==> config.mk <==
export PLATFORM = sky130hd
export DESIGN_NAME = port_beat_ack
export DESIGN_NICKNAME = d
export VERILOG_FILES = /design/src/rtl/pbag_pkg.sv /design/src/rtl/pbag_beat_ctr.sv /design/src/rtl/pbag_seg_ctr.sv /design/src/rtl/pbag_stall_wd.sv /design/src/rtl/port_beat_ack.sv
export SDC_FILE = /design/constraint.sdc
export NUM_CORES = 1
export LEC_CHECK = 0
export ABC_AREA = 1
export BUFFER_PORTS_ARGS = -buffer_cell sky130_fd_sc_hd__clkbuf_2
export CORE_UTILIZATION = 30
export CTS_BUF_LIST = sky130_fd_sc_hd__clkbuf_2
export DETAILED_ROUTE_END_ITERATION = 6
export HOLD_SLACK_MARGIN = 0.06
export PLACE_DENSITY_LB_ADDON = 0.1
export RECOVER_POWER = 50
export SLEW_MARGIN = 20
export SYNTH_ARGS = -nofsm -noshare
export SYNTH_HDL_FRONTEND = slang
export SYNTH_SLANG_ARGS = --single-unit
==> constraint.sdc <==
create_clock -name clk -period 2.87 [get_ports clk]
set_input_delay 0.574 -clock clk [delete_from_list [all_inputs] [get_ports clk]]
set_output_delay 0.574 -clock clk [all_outputs]
set_load 0.02 [all_outputs]
==> src/rtl/pbag_pkg.sv <==
// Shared types for the port-sizing acknowledge generator.
// Assumes a two-bit kind code on the request side.
package pbag_pkg;

    typedef enum logic [1:0] {
        KIND_SINGLE = 2'b00,
        KIND_DOUBLE = 2'b01,
        KIND_BURST  = 2'b10,
        KIND_SPARE  = 2'b11
    } xfer_kind_e;

    typedef enum logic {
        ST_IDLE = 1'b0,
        ST_RUN  = 1'b1
    } ack_state_e;

endpackage

==> src/rtl/pbag_beat_ctr.sv <==
// Port-beat counter within one terminated segment.
// Counts advancing beats and flags the last beat of the segment.
// Assumes seg_len is nonzero and stays constant between clears.
module pbag_beat_ctr #(
    parameter int CNT_W = 5
) (
    input  logic             clk,
    input  logic             rst_n,
    input  logic             clear,
    input  logic             adv,
    input  logic [CNT_W-1:0] seg_len,
    output logic             seg_last
);

    logic [CNT_W-1:0] cnt_q;

    // Last-beat flag: position equals segment length minus one.
    always_comb seg_last = (cnt_q == (seg_len - 1'b1));

    // Beat position: wraps to zero after the last beat of a segment.
    always_ff @(posedge clk) begin
        if (!rst_n)          cnt_q <= '0;
        else if (clear)      cnt_q <= '0;
        else if (adv)        cnt_q <= seg_last ? '0 : cnt_q + 1'b1;
    end


    beat_in_range_chk: assert property (@(posedge clk) disable iff (!rst_n)
        adv |-> (cnt_q < seg_len));

endmodule

==> src/rtl/pbag_seg_ctr.sv <==
// Segment counter: counts terminations within a transfer.
// Flags the final segment, whose termination ends the transfer.
// Assumes seg_total is nonzero and stays constant between clears.
module pbag_seg_ctr #(
    parameter int CNT_W = 3
) (
    input  logic             clk,
    input  logic             rst_n,
    input  logic             clear,
    input  logic             adv,
    input  logic [CNT_W-1:0] seg_total,
    output logic             xfer_last
);

    logic [CNT_W-1:0] cnt_q;

    // Final-segment flag.
    always_comb xfer_last = (cnt_q == (seg_total - 1'b1));

    // Segment index: advances on each termination.
    always_ff @(posedge clk) begin
        if (!rst_n)          cnt_q <= '0;
        else if (clear)      cnt_q <= '0;
        else if (adv)        cnt_q <= xfer_last ? '0 : cnt_q + 1'b1;
    end


    seg_in_range_chk: assert property (@(posedge clk) disable iff (!rst_n)
        adv |-> (cnt_q < seg_total));

endmodule

==> src/rtl/pbag_stall_wd.sv <==
// Stall watchdog: counts consecutive active cycles without ready.
// Raises expire on the LIMIT-th such cycle; the count restarts on any
// ready cycle, when inactive, on clear, or after expiring.
// Assumes LIMIT >= 2.
module pbag_stall_wd #(
    parameter int LIMIT = 16
) (
    input  logic clk,
    input  logic rst_n,
    input  logic clear,
    input  logic active,
    input  logic rdy,
    output logic expire
);

    localparam int CNT_W = (LIMIT > 2) ? $clog2(LIMIT) : 1;
    localparam logic [CNT_W-1:0] LIM_M1 = CNT_W'(LIMIT - 1);

    logic [CNT_W-1:0] cnt_q;

    // Timeout flag on the final stalled cycle.
    always_comb expire = active && !rdy && (cnt_q == LIM_M1);

    // Stall run length.
    always_ff @(posedge clk) begin
        if (!rst_n)                                     cnt_q <= '0;
        else if (clear || !active || rdy || expire)     cnt_q <= '0;
        else                                            cnt_q <= cnt_q + 1'b1;
    end


    stall_bound_chk: assert property (@(posedge clk) disable iff (!rst_n)
        cnt_q <= LIM_M1);


    expire_restart_chk: assert property (@(posedge clk) disable iff (!rst_n)
        expire |=> (cnt_q == '0));

endmodule

==> src/rtl/port_beat_ack.sv <==
// Port-sizing transfer acknowledge generator (top).
// Splits each accepted bus transfer into port-width beats, strobing
// beat_vld_o per beat and term_ack_o at each bus-level unit end.
// A stall watchdog ends a hung transfer with xfer_err_o.
// Assumes BUS_W / MIN_PORT_W is a power of two and mem_rdy_i is
// synchronous to clk. Outputs are combinational from mem_rdy_i.
module port_beat_ack #(
    parameter int BUS_W       = 64,
    parameter int MIN_PORT_W  = 8,
    parameter int BURST_BEATS = 4,
    parameter int STALL_LIMIT = 16
) (
    input  logic       clk,
    input  logic       rst_n,
    input  logic       start_i,
    input  logic [1:0] kind_i,
    input  logic [1:0] port_sel_i,
    input  logic       mem_rdy_i,
    output logic       beat_vld_o,
    output logic       term_ack_o,
    output logic       xfer_err_o
);
    import pbag_pkg::*;

    localparam int MAX_RATIO = BUS_W / MIN_PORT_W;
    localparam int SEG_MAX   = 2 * MAX_RATIO;
    localparam int BEAT_W    = $clog2(SEG_MAX + 1);
    localparam int SEGCNT_W  = $clog2(BURST_BEATS + 1);

    ack_state_e       state_q;
    xfer_kind_e       kind_q;
    logic [1:0]       sel_q;
    logic             accept, run, adv, seg_last, xfer_last;
    logic             term, done, expire;
    logic [BEAT_W-1:0]   ratio, seg_len;
    logic [SEGCNT_W-1:0] seg_total;

    // Request acceptance and per-cycle beat decode.
    always_comb begin
        accept = (state_q == ST_IDLE) && start_i;
        run    = (state_q == ST_RUN);
        adv    = run && mem_rdy_i;
        term   = adv && seg_last;
        done   = term && xfer_last;
    end

    // Segment shape from the captured kind and width code.
    always_comb begin
        ratio     = BEAT_W'(1) << sel_q;
        seg_len   = (kind_q == KIND_DOUBLE) ? (ratio << 1) : ratio;
        seg_total = (kind_q == KIND_BURST) ? SEGCNT_W'(BURST_BEATS) : SEGCNT_W'(1);
    end

    // Control state: idle until accepted, run until final term or error.
    always_ff @(posedge clk) begin
        if (!rst_n)                         state_q <= ST_IDLE;
        else if (accept)                    state_q <= ST_RUN;
        else if (run && (done || expire))   state_q <= ST_IDLE;
    end

    // Request capture at acceptance.
    always_ff @(posedge clk) begin
        if (!rst_n) begin
            kind_q <= KIND_SINGLE;
            sel_q  <= 2'b00;
        end else if (accept) begin
            kind_q <= xfer_kind_e'(kind_i);
            sel_q  <= port_sel_i;
        end
    end

    pbag_beat_ctr #(.CNT_W(BEAT_W)) u_beat (
        .clk      (clk),
        .rst_n    (rst_n),
        .clear    (accept),
        .adv      (adv),
        .seg_len  (seg_len),
        .seg_last (seg_last)
    );

    pbag_seg_ctr #(.CNT_W(SEGCNT_W)) u_seg (
        .clk       (clk),
        .rst_n     (rst_n),
        .clear     (accept),
        .adv       (term),
        .seg_total (seg_total),
        .xfer_last (xfer_last)
    );

    pbag_stall_wd #(.LIMIT(STALL_LIMIT)) u_wd (
        .clk    (clk),
        .rst_n  (rst_n),
        .clear  (accept),
        .active (run),
        .rdy    (mem_rdy_i),
        .expire (expire)
    );

    // Output drive.
    always_comb begin
        beat_vld_o = adv;
        term_ack_o = term;
        xfer_err_o = expire;
    end


    term_has_vld_chk: assert property (@(posedge clk) disable iff (!rst_n)
        term_ack_o |-> beat_vld_o);


    idle_quiet_chk: assert property (@(posedge clk) disable iff (!rst_n)
        (state_q == ST_IDLE) |-> !(beat_vld_o || term_ack_o || xfer_err_o));


    stall_quiet_chk: assert property (@(posedge clk) disable iff (!rst_n)
        !mem_rdy_i |-> !(beat_vld_o || term_ack_o));


    err_then_idle_chk: assert property (@(posedge clk) disable iff (!rst_n)
        xfer_err_o |=> (state_q == ST_IDLE));


    end_ignores_start_chk: assert property (@(posedge clk) disable iff (!rst_n)
        (run && (done || xfer_err_o)) |=> (state_q == ST_IDLE));


    req_hold_chk: assert property (@(posedge clk) disable iff (!rst_n)
        (state_q == ST_RUN) |=> ($stable(kind_q) && $stable(sel_q)));

endmodule

**Word level (Yosys, flattened, before mapping)**

Index checks and enable logic that the tools add are counted.

- Add/subtract/negate cells: 5
- Equality and inequality tests: 5
- Shifts and indexed selects: 1
- Mux-type cells: 6
- Bitwise operators: 2
- Reductions and logical operators: 16

Operators by type and width:

| kind | count |
|---|---|
| 2-to-1 mux 5 bit | 2 |
| logical AND 1 bit | 7 |
| 2-to-1 mux 3 bit | 2 |
| adder 5 x 1 -> 5 bit (second input constant) | 1 |
| equality test 5 bit | 1 |
| left shift 1 x 2 -> 5 bit (first input constant) | 1 |
| subtractor 5 x 1 -> 5 bit (second input constant) | 1 |
| adder 4 x 1 -> 4 bit (second input constant) | 1 |
| equality test 4 bit (second input constant) | 1 |
| logical OR 1 bit | 4 |
| OR reduction 2 bit | 2 |
| adder 3 x 1 -> 3 bit (second input constant) | 1 |
| equality test 3 bit | 1 |
| subtractor 3 x 1 -> 3 bit (second input constant) | 1 |
| equality test 2 x 1 -> 1 bit (second input constant) | 1 |
| equality test 2 bit (second input constant) | 1 |
| logical NOT 1 bit | 2 |
| 2-to-1 mux 1 bit | 2 |
| NOT 1 bit | 2 |
| nonzero test 2 bit | 1 |

- Register bits after elaboration: 17
- Input port bits: 8
- Output and inout port bits: 3
- Logic and storage cells: 41

**Depth between registers and ports, before layout**

Gate-level depths: netlist of the first run.

- Word-level depth: 10
- Mapped depth: 11

**Cells and area by module**

Synthesis of the first run repeated with hierarchy kept, for this count alone.

- Cells, all modules: 187
- Area, all modules: 1161.1 um^2

By module, submodules not included:

| module | times used | cells each | area each (um^2) | seq. area each (um^2) |
|---|---|---|---|---|
| pbag_beat_ctr | 1 | 71 | 419.2 | 100.1 |
| port_beat_ack | 1 | 47 | 292.8 | 100.1 |
| pbag_seg_ctr | 1 | 40 | 246.5 | 60.1 |
| pbag_stall_wd | 1 | 29 | 202.7 | 80.1 |

**Worst setup path before layout of the first run**

OpenSTA, ideal clock, no wires.

- Path kind: input-to-output
- From: in mem_rdy_i
- To: out term_ack_o
- Arrival time: 1.204 ns
- Path slack: 1.092 ns
- Stages: 6
- Path through: nand2_2 -> nor2_1 -> nand3_1 -> nor2_2 -> nand2_4 -> clkinv_2

- Cells in the longest elaborated chain, start to end: 2

Ends and longest elaborated chain:

| element | RTL line | text |
|---|---|---|
| start, declared | port_beat_ack.sv:18 | `input logic mem_rdy_i,` |
| logical AND 1 bit | port_beat_ack.sv:42 | `adv = run && mem_rdy_i;` |
| logical AND 1 bit | port_beat_ack.sv:43 | `term = adv && seg_last;` |
| end, declared | port_beat_ack.sv:20 | `output logic term_ack_o,` |

Every way passes these cells.

**Worst setup path in the final report of the first run**

- From: reg kind_q[0]
- To: out term_ack_o

- Cells in the longest elaborated chain, start to end: 5

Ends and longest elaborated chain:

| element | RTL line | text |
|---|---|---|
| start, declared | port_beat_ack.sv:31 | `xfer_kind_e kind_q;` |
| start signal, assigned | port_beat_ack.sv:67 | `kind_q <= xfer_kind_e'(kind_i);` |
| equality test 2 x 1 -> 1 bit | port_beat_ack.sv:50 | `seg_len = (kind_q == KIND_DOUBLE) ? (ratio << 1) : ratio;` |
| 2-to-1 mux 5 bit | port_beat_ack.sv:50 |  |
| subtractor 5 x 1 -> 5 bit | pbag_beat_ctr.sv:18 | `always_comb seg_last = (cnt_q == (seg_len - 1'b1));` |
| equality test 5 bit | pbag_beat_ctr.sv:18 |  |
| logical AND 1 bit | port_beat_ack.sv:43 |  |

Every way passes these cells.

==> impl_metrics.ini, run 1 <==
[power_and_ir_drop]
ir_drop_mv = 0.260
p_leak_nw = 0.421
power.total_mw = 0.428
powerDensity_mw_per_mm2 = 440

[routing]
drt_iter0_drc = 24
via_count = 759
ant_nets = 0
firstDrtPassIters = 4
vias_per_cell = 4.63
wl_per_cell_microns = 10.3
wl_microns = 1680
remaining_drc_errors = 0

[sta]
finalSetupTns_ns = 0
finalCritPeriodShare = 0.741
rsz0062_at_grt = false
slew_headroom = 0.711
setup_violations = 0
finalHoldViolations = 0
skew_ns = 0.00113
worst-slew-pin-transition_ns = 0.433
finalMaxSlewViolations = 0
period_needed_ns = 2.13
fmaxAchievable_mhz = 470
setup_ws_ns = 0.742

[hold_path]
min_path_type = register to register
hold_depth = 1
min_from = u_wd.cnt_q[0]
whs_endpoint = u_wd.cnt_q[0]

[critical_path]
path_common_cell = nand2_1
crit_path_end_kind = output pin
worst-path-buf-inv = 2
critPathTopFamily = simple AND/OR/NAND/NOR gates
regToRegSetupSlack_ns = 1.40
cp_data_arrival_time_ns = 1.55
required_ns = 2.30
rr_startpoint = run
r2r-end = u_seg.cnt_q[1]
slowest_stage = dfxtp_1
worstSetupPathType = register to output pin
cp-start-kind = register
cp_max_fo = 5
reg2regPathDepth = 8
crit_chain = nand2_2 -> nand2_2 -> nand2_1 -> nand2_1 -> nand2_1 -> nor2_4 -> nand2_4 -> clkinv_2 -> clkbuf_2
max_stage_delay_ns = 0.44

[cts]
clock_latency_ns = 0.31
cts_made_buffers = 3
cts_buffer_depth = 2
cts-htree-levels = 1
path_clk_slew_ns = 0.17
root_buffer = clkbuf_2
clock-sinks = 17
ctsResizeCount = 0
cts_hold_buf = 0
tritoncts = built
postCtsSetupBuffers = 0

[synthesis]
ys_top_cells_by_area = dfxtp_1, nand2_1, nand3_1
synth_nets = 130
ys_seq_elements = 17
synthSimpleGateAreaFrac = 0.365
yosys_warnings = 0
seq_area_frac_synth = 0.389
synth.largest_area_cell = dfxtp_1
synthFlopType = dfxtp_1
syn_inst = 119
synth_top_family_by_area = simple AND/OR/NAND/NOR gates
avgSynthCellArea_sq_um = 7.35
synth-compound-area-share = 0.0973
synth-edff-count = 0
synth_cell_types = 21
synthAdderAreaFrac = 0.0429
muxShareOfSynthArea = 0
syn_area_sq_um = 875
synthArstFlopShare = 0
synth_xor_area_frac = 0.0401
yosysMostFrequentCell = nand2_1
synth_top_area_frac = 0.389
synthTopCellsByCount = nand2_1, dfxtp_1, nor2_1

[global_routing]
grt_pass1_vias = 728
grt_max_degree = 11
grt_antenna_before_repair = 0
grt_pass1_wl_microns = 2990
track_usage = 0.125
overflow = 0

[placement]
hpwlAfterDp_microns = 1340
placed_cell_area_sq_um = 963
dp_slack_ns = 0.776
port_buffers = 10
place.gp.congestion = 0.758
placedCellCount = 160

[die]
initial_core_util = 0.317
coreArea_sq_mm = 0.00276
rows = 19
die_w_microns = 56.0
die_h_microns = 56.0
die_area_sq_mm = 0.00314
io-pin-count = 11

[layout]
syn2layout_area_growth_pct = 11.3
final_cell_area_sq_um = 973
layout.cells.non_filler = 164
num-fill-cells = 313
drive_gt1_frac = 0.195
multi_input_area_sq_um = 467
layout.area.seq_sq_um = 340
nets = 145
num_antenna_cells = 0

[flow_run]
drv_cap = 0

[outcome]
status = finished, final reports clean
-- power by group --
| group | total (mW) | internal (mW) | switching (mW) | leakage, nW |
|---|---|---|---|---|
| clock | 0.112 | 0.0316 | 0.0808 | 0.0164 |
| combinational | 0.0637 | 0.0222 | 0.0415 | 0.267 |
| sequential | 0.252 | 0.244 | 0.00787 | 0.138 |
| total | 0.428 | 0.298 | 0.130 | 0.421 |
-- layout by cell type, fill, tap and decap left out --
| master | synthesis | layout |
|---|---|---|
| a21oi_1 | 10 | 10 |
| clkbuf_2 | 0 | 13 |
| clkinv_2 | 1 | 2 |
| dfxtp_1 | 17 | 17 |
| ha_1 | 3 | 3 |
| inv_1 | 13 | 13 |
| inv_2 | 1 | 1 |
| nand2_1 | 18 | 19 |
| nand2_2 | 4 | 3 |
| nand2_4 | 2 | 2 |
| nand3_1 | 12 | 12 |
| nand4_1 | 2 | 2 |
| nor2_1 | 15 | 16 |
| nor2_2 | 2 | 2 |
| nor2_4 | 2 | 1 |
| nor3_1 | 3 | 3 |
| nor3b_2 | 1 | 1 |
| o21ai_0 | 7 | 7 |
| or2_0 | 1 | 1 |
| or2_2 | 1 | 1 |
| xnor2_1 | 2 | 2 |
| xor2_1 | 2 | 2 |
-- area by class of cell --
class / instances / area share
clock buffer: 3 / 0.0154
clock inverter: 1 / 0.00514
inverter: 15 / 0.0591
multi-input combinational: 87 / 0.479
sequential: 17 / 0.350
tap: 31 / 0.0398
timing repair buffer: 10 / 0.0514
-- kinds of logic (layout without fill, tap and decap cells) --
group           after synthesis  in the layout
flops                        17             17
xor+xnor                      4              4
buf+inv                      15             29
compound gates               17             17
fa+ha+maj                     3              3
simple gates                 63             63
-- registers in the layout (all words and copies together), names as in the netlist --
register      count
u_beat.cnt_q      5
u_wd.cnt_q        4
u_seg.cnt_q       3
kind_q            2
sel_q             2
run               1
-- worst register-to-register path, stage by stage, from the launching register on --
cell,delay (ns)
dfxtp_1,0.39
inv_1,0.09
nand2_1,0.22
inv_1,0.08
nor2_1,0.35
nand2_1,0.10
nor2_1,0.11
nand2_1,0.06
nand2_1,0.05
-- metrics by stage --
step | hold WS, ns | util
floorplan | 0.418 | -
global placement | 0.435 | 0.349
detailed placement | 0.442 | 0.349
CTS | 0.472 | 0.357
global route | 0.493 | 0.353
finish | 0.467 | 0.353
-- layer usage --
| metal | global-route usage | up-vias | wire, microns |
|---|---|---|---|
| li1 | - | 412 | - |
| met1 | 0.153 | 335 | 823 |
| met2 | 0.199 | 10 | 780 |
| met3 | 0.0488 | 2 | 59 |
| met4 | 0.0418 | 0 | 17 |
| met5 | 0 | - | 0 |
-- worst max path at each step --
stage	end	depth (start not counted)	startpoint	slack [ns]
6_report	term_ack_o	9	kind_q[0]	0.74
2_1_floorplan	term_ack_o	6	mem_rdy_i	1.09
3_5_place_dp	term_ack_o	8	mem_rdy_i	0.78
3_3_place_gp	term_ack_o	8	mem_rdy_i	0.79
5_1_grt	term_ack_o	7	kind_q[0]	0.56
4_1_cts	term_ack_o	7	kind_q[0]	0.70
(Power assumes the default switching activity.)
==> run 2: changes to the inputs <==
==> constraint.sdc (replaced) <==
create_clock -name clk -period 1.9 [get_ports clk]
set_input_delay 0.38 -clock clk [delete_from_list [all_inputs] [get_ports clk]]
set_output_delay 0.38 -clock clk [all_outputs]
set_load 0.02 [all_outputs]
==> run 2 against run 1 <==
  * Utilization grew 3.4 points
  * Routed wire length rose by 5.4%
  * Largest cell class unchanged
  * Sequential power rose by 52%
  * Worst setup slack got worse by 0.67 ns
==> impl_metrics.ini, run 2 (synthesis results as in run 1) <==
[critical_path]
required_ns = 1.52
cp-start-kind = register
cp_max_fo = 4
crit_path_end_kind = output pin
worstSetupPathType = register to output pin
cp_data_arrival_time_ns = 1.45

[sta]
skew_ns = 0.0208
finalHoldViolations = 0
fmaxAchievable_mhz = 548
rsz0062_at_grt = true
slew_headroom = 0.767
period_needed_ns = 1.83
finalCritPeriodShare = 0.961
setup_violations = 0
worst-slew-pin-transition_ns = 0.346
finalMaxSlewViolations = 0

[routing]
ant_nets = 0
via_count = 789
firstDrtPassIters = 4
drt_iter0_drc = 20
drt-met1-wl_microns = 857
top_layer = met4
wl_per_cell_microns = 10.4
remaining_drc_errors = 0
wl_microns = 1770
vias_per_cell = 4.64
routed-wl-met2_microns = 829
wl_met3_microns = 66

[outcome]
status = finished, final reports clean

[die]
die_w_microns = 56.0
io-pin-count = 11
die_h_microns = 56.0
die_area_sq_mm = 0.00314
initial_core_util = 0.317
coreArea_sq_mm = 0.00276
rows = 19

[cts]
clock-sinks = 17
cts_made_buffers = 3
cts_hold_buf = 0
root_buffer = clkbuf_2
cts_buffer_depth = 2
clock_latency_ns = 0.32
tritoncts = built
cts-htree-levels = 1
path_clk_slew_ns = 0.20

[power_and_ir_drop]
power.total_mw = 0.681
ir_drop_mv = 0.458
powerDensity_mw_per_mm2 = 639
p_leak_nw = 0.452

[layout]
layout.cells.non_filler = 170
multi_input_area_sq_um = 493
syn2layout_area_growth_pct = 21.9
layout_commonest_cell = nand2_1
regMostFlops = u_beat.cnt_q
final_cell_area_sq_mm = 0.00107
largest_reg_flops = 5
nets = 151
biggestRegsByFlops = u_beat.cnt_q x5, u_wd.cnt_q x4, u_seg.cnt_q x3
final_cell_mix = nand2_1, nor2_1, inv_1
num_antenna_cells = 0
layout.area.seq_sq_um = 349
drive_gt1_frac = 0.302
num-fill-cells = 299

[global_routing]
grt_max_degree = 12
grt_antenna_before_repair = 0
grt_pass1_wl_microns = 3040
overflow = 0
track_usage = 0.125
grt_pass1_vias = 741

[placement]
placed_cell_area_sq_um = 963
place.gp.congestion = 0.760
placedCellCount = 160
hpwlAfterDp_microns = 1340
port_buffers = 10

[flow_run]
drv_cap = 0

[hold_path]
min_path_type = input port to register
-- run 2: changes by cell type in the layout (fill, tap and decap cells not counted), moves of 2 or more --
cell | before | now
dfxtp_1 | 17 | 12
buf_4 | 0 | 6
nand2_2 | 3 | 5
nand2_1 | 19 | 17
dfxtp_2 | 0 | 4
nor2_4 | 1 | 3
-- run 2: power by group --
part           internal, mW  switching (mW)
sequential            0.370          0.0117
clock                0.0491           0.128
combinational        0.0511          0.0716
-- run 2: layer usage --
metal / global-route usage / vias up
met5: 0 / -
li1: - / 424
met1: 0.150 / 352
met4: 0.0314 / 0
met2: 0.209 / 11
met3: 0.0488 / 2
-- run 2: worst max-delay path, cell delays in order, from the launching register on --
cell and delay [ns]:
dfxtp_2 0.37, inv_1 0.06, or2_0 0.22, a21oi_2 0.16, nor2_4 0.07, nand2_4 0.06
clkinv_2 0.06, buf_8 0.12
-- run 2: worst paths after layout --
| path | startpoint | end | slack, ns | cells after the start |
|---|---|---|---|---|
| worst max-delay path | u_beat.cnt_q[1] | term_ack_o | 0.07 | 7 |
| worst min-delay path | rst_n | kind_q[1] | 0.32 | 3 |
| worst max register to register | kind_q[1] | run | 0.45 | 10 |
| worst min register to register | u_wd.cnt_q[0] | u_wd.cnt_q[0] | 0.47 | 1 |
-- run 2: area by class of cell --
cell class,instances,area share
Clock inverter,1,0.00704
Inverter,15,0.0540
Timing Repair Buffer,16,0.0986
Clock buffer,3,0.0141
Multi-Input combinational cell,87,0.462
Tap cell,31,0.0364
Sequential cell,17,0.327
-- run 2: through the flow --
| step | util | setup slack, ns | hold slack (ns) | TNS, ns |
|---|---|---|---|---|
| 2_1_floorplan | - | 0.416 | 0.418 | 0 |
| 3_3_place_gp | 0.349 | 0.204 | 0.435 | 0 |
| 3_5_place_dp | 0.349 | 0.186 | 0.444 | 0 |
| 4_1_cts | 0.378 | 0.0364 | 0.284 | 0 |
| 5_1_grt | 0.387 | -0.0684 | 0.293 | -0.0684 |
| 6_report | 0.387 | 0.0748 | 0.322 | 0 |
-- run 2: what timing repair did --
| action | 4_1_cts | 5_1_grt |
|---|---|---|
| setup buffers | 4 | 2 |
| gates resized for setup | 10 | 4 |
| setup endpoints to repair | 1 | 2 |
| pin swaps | 3 | 3 |
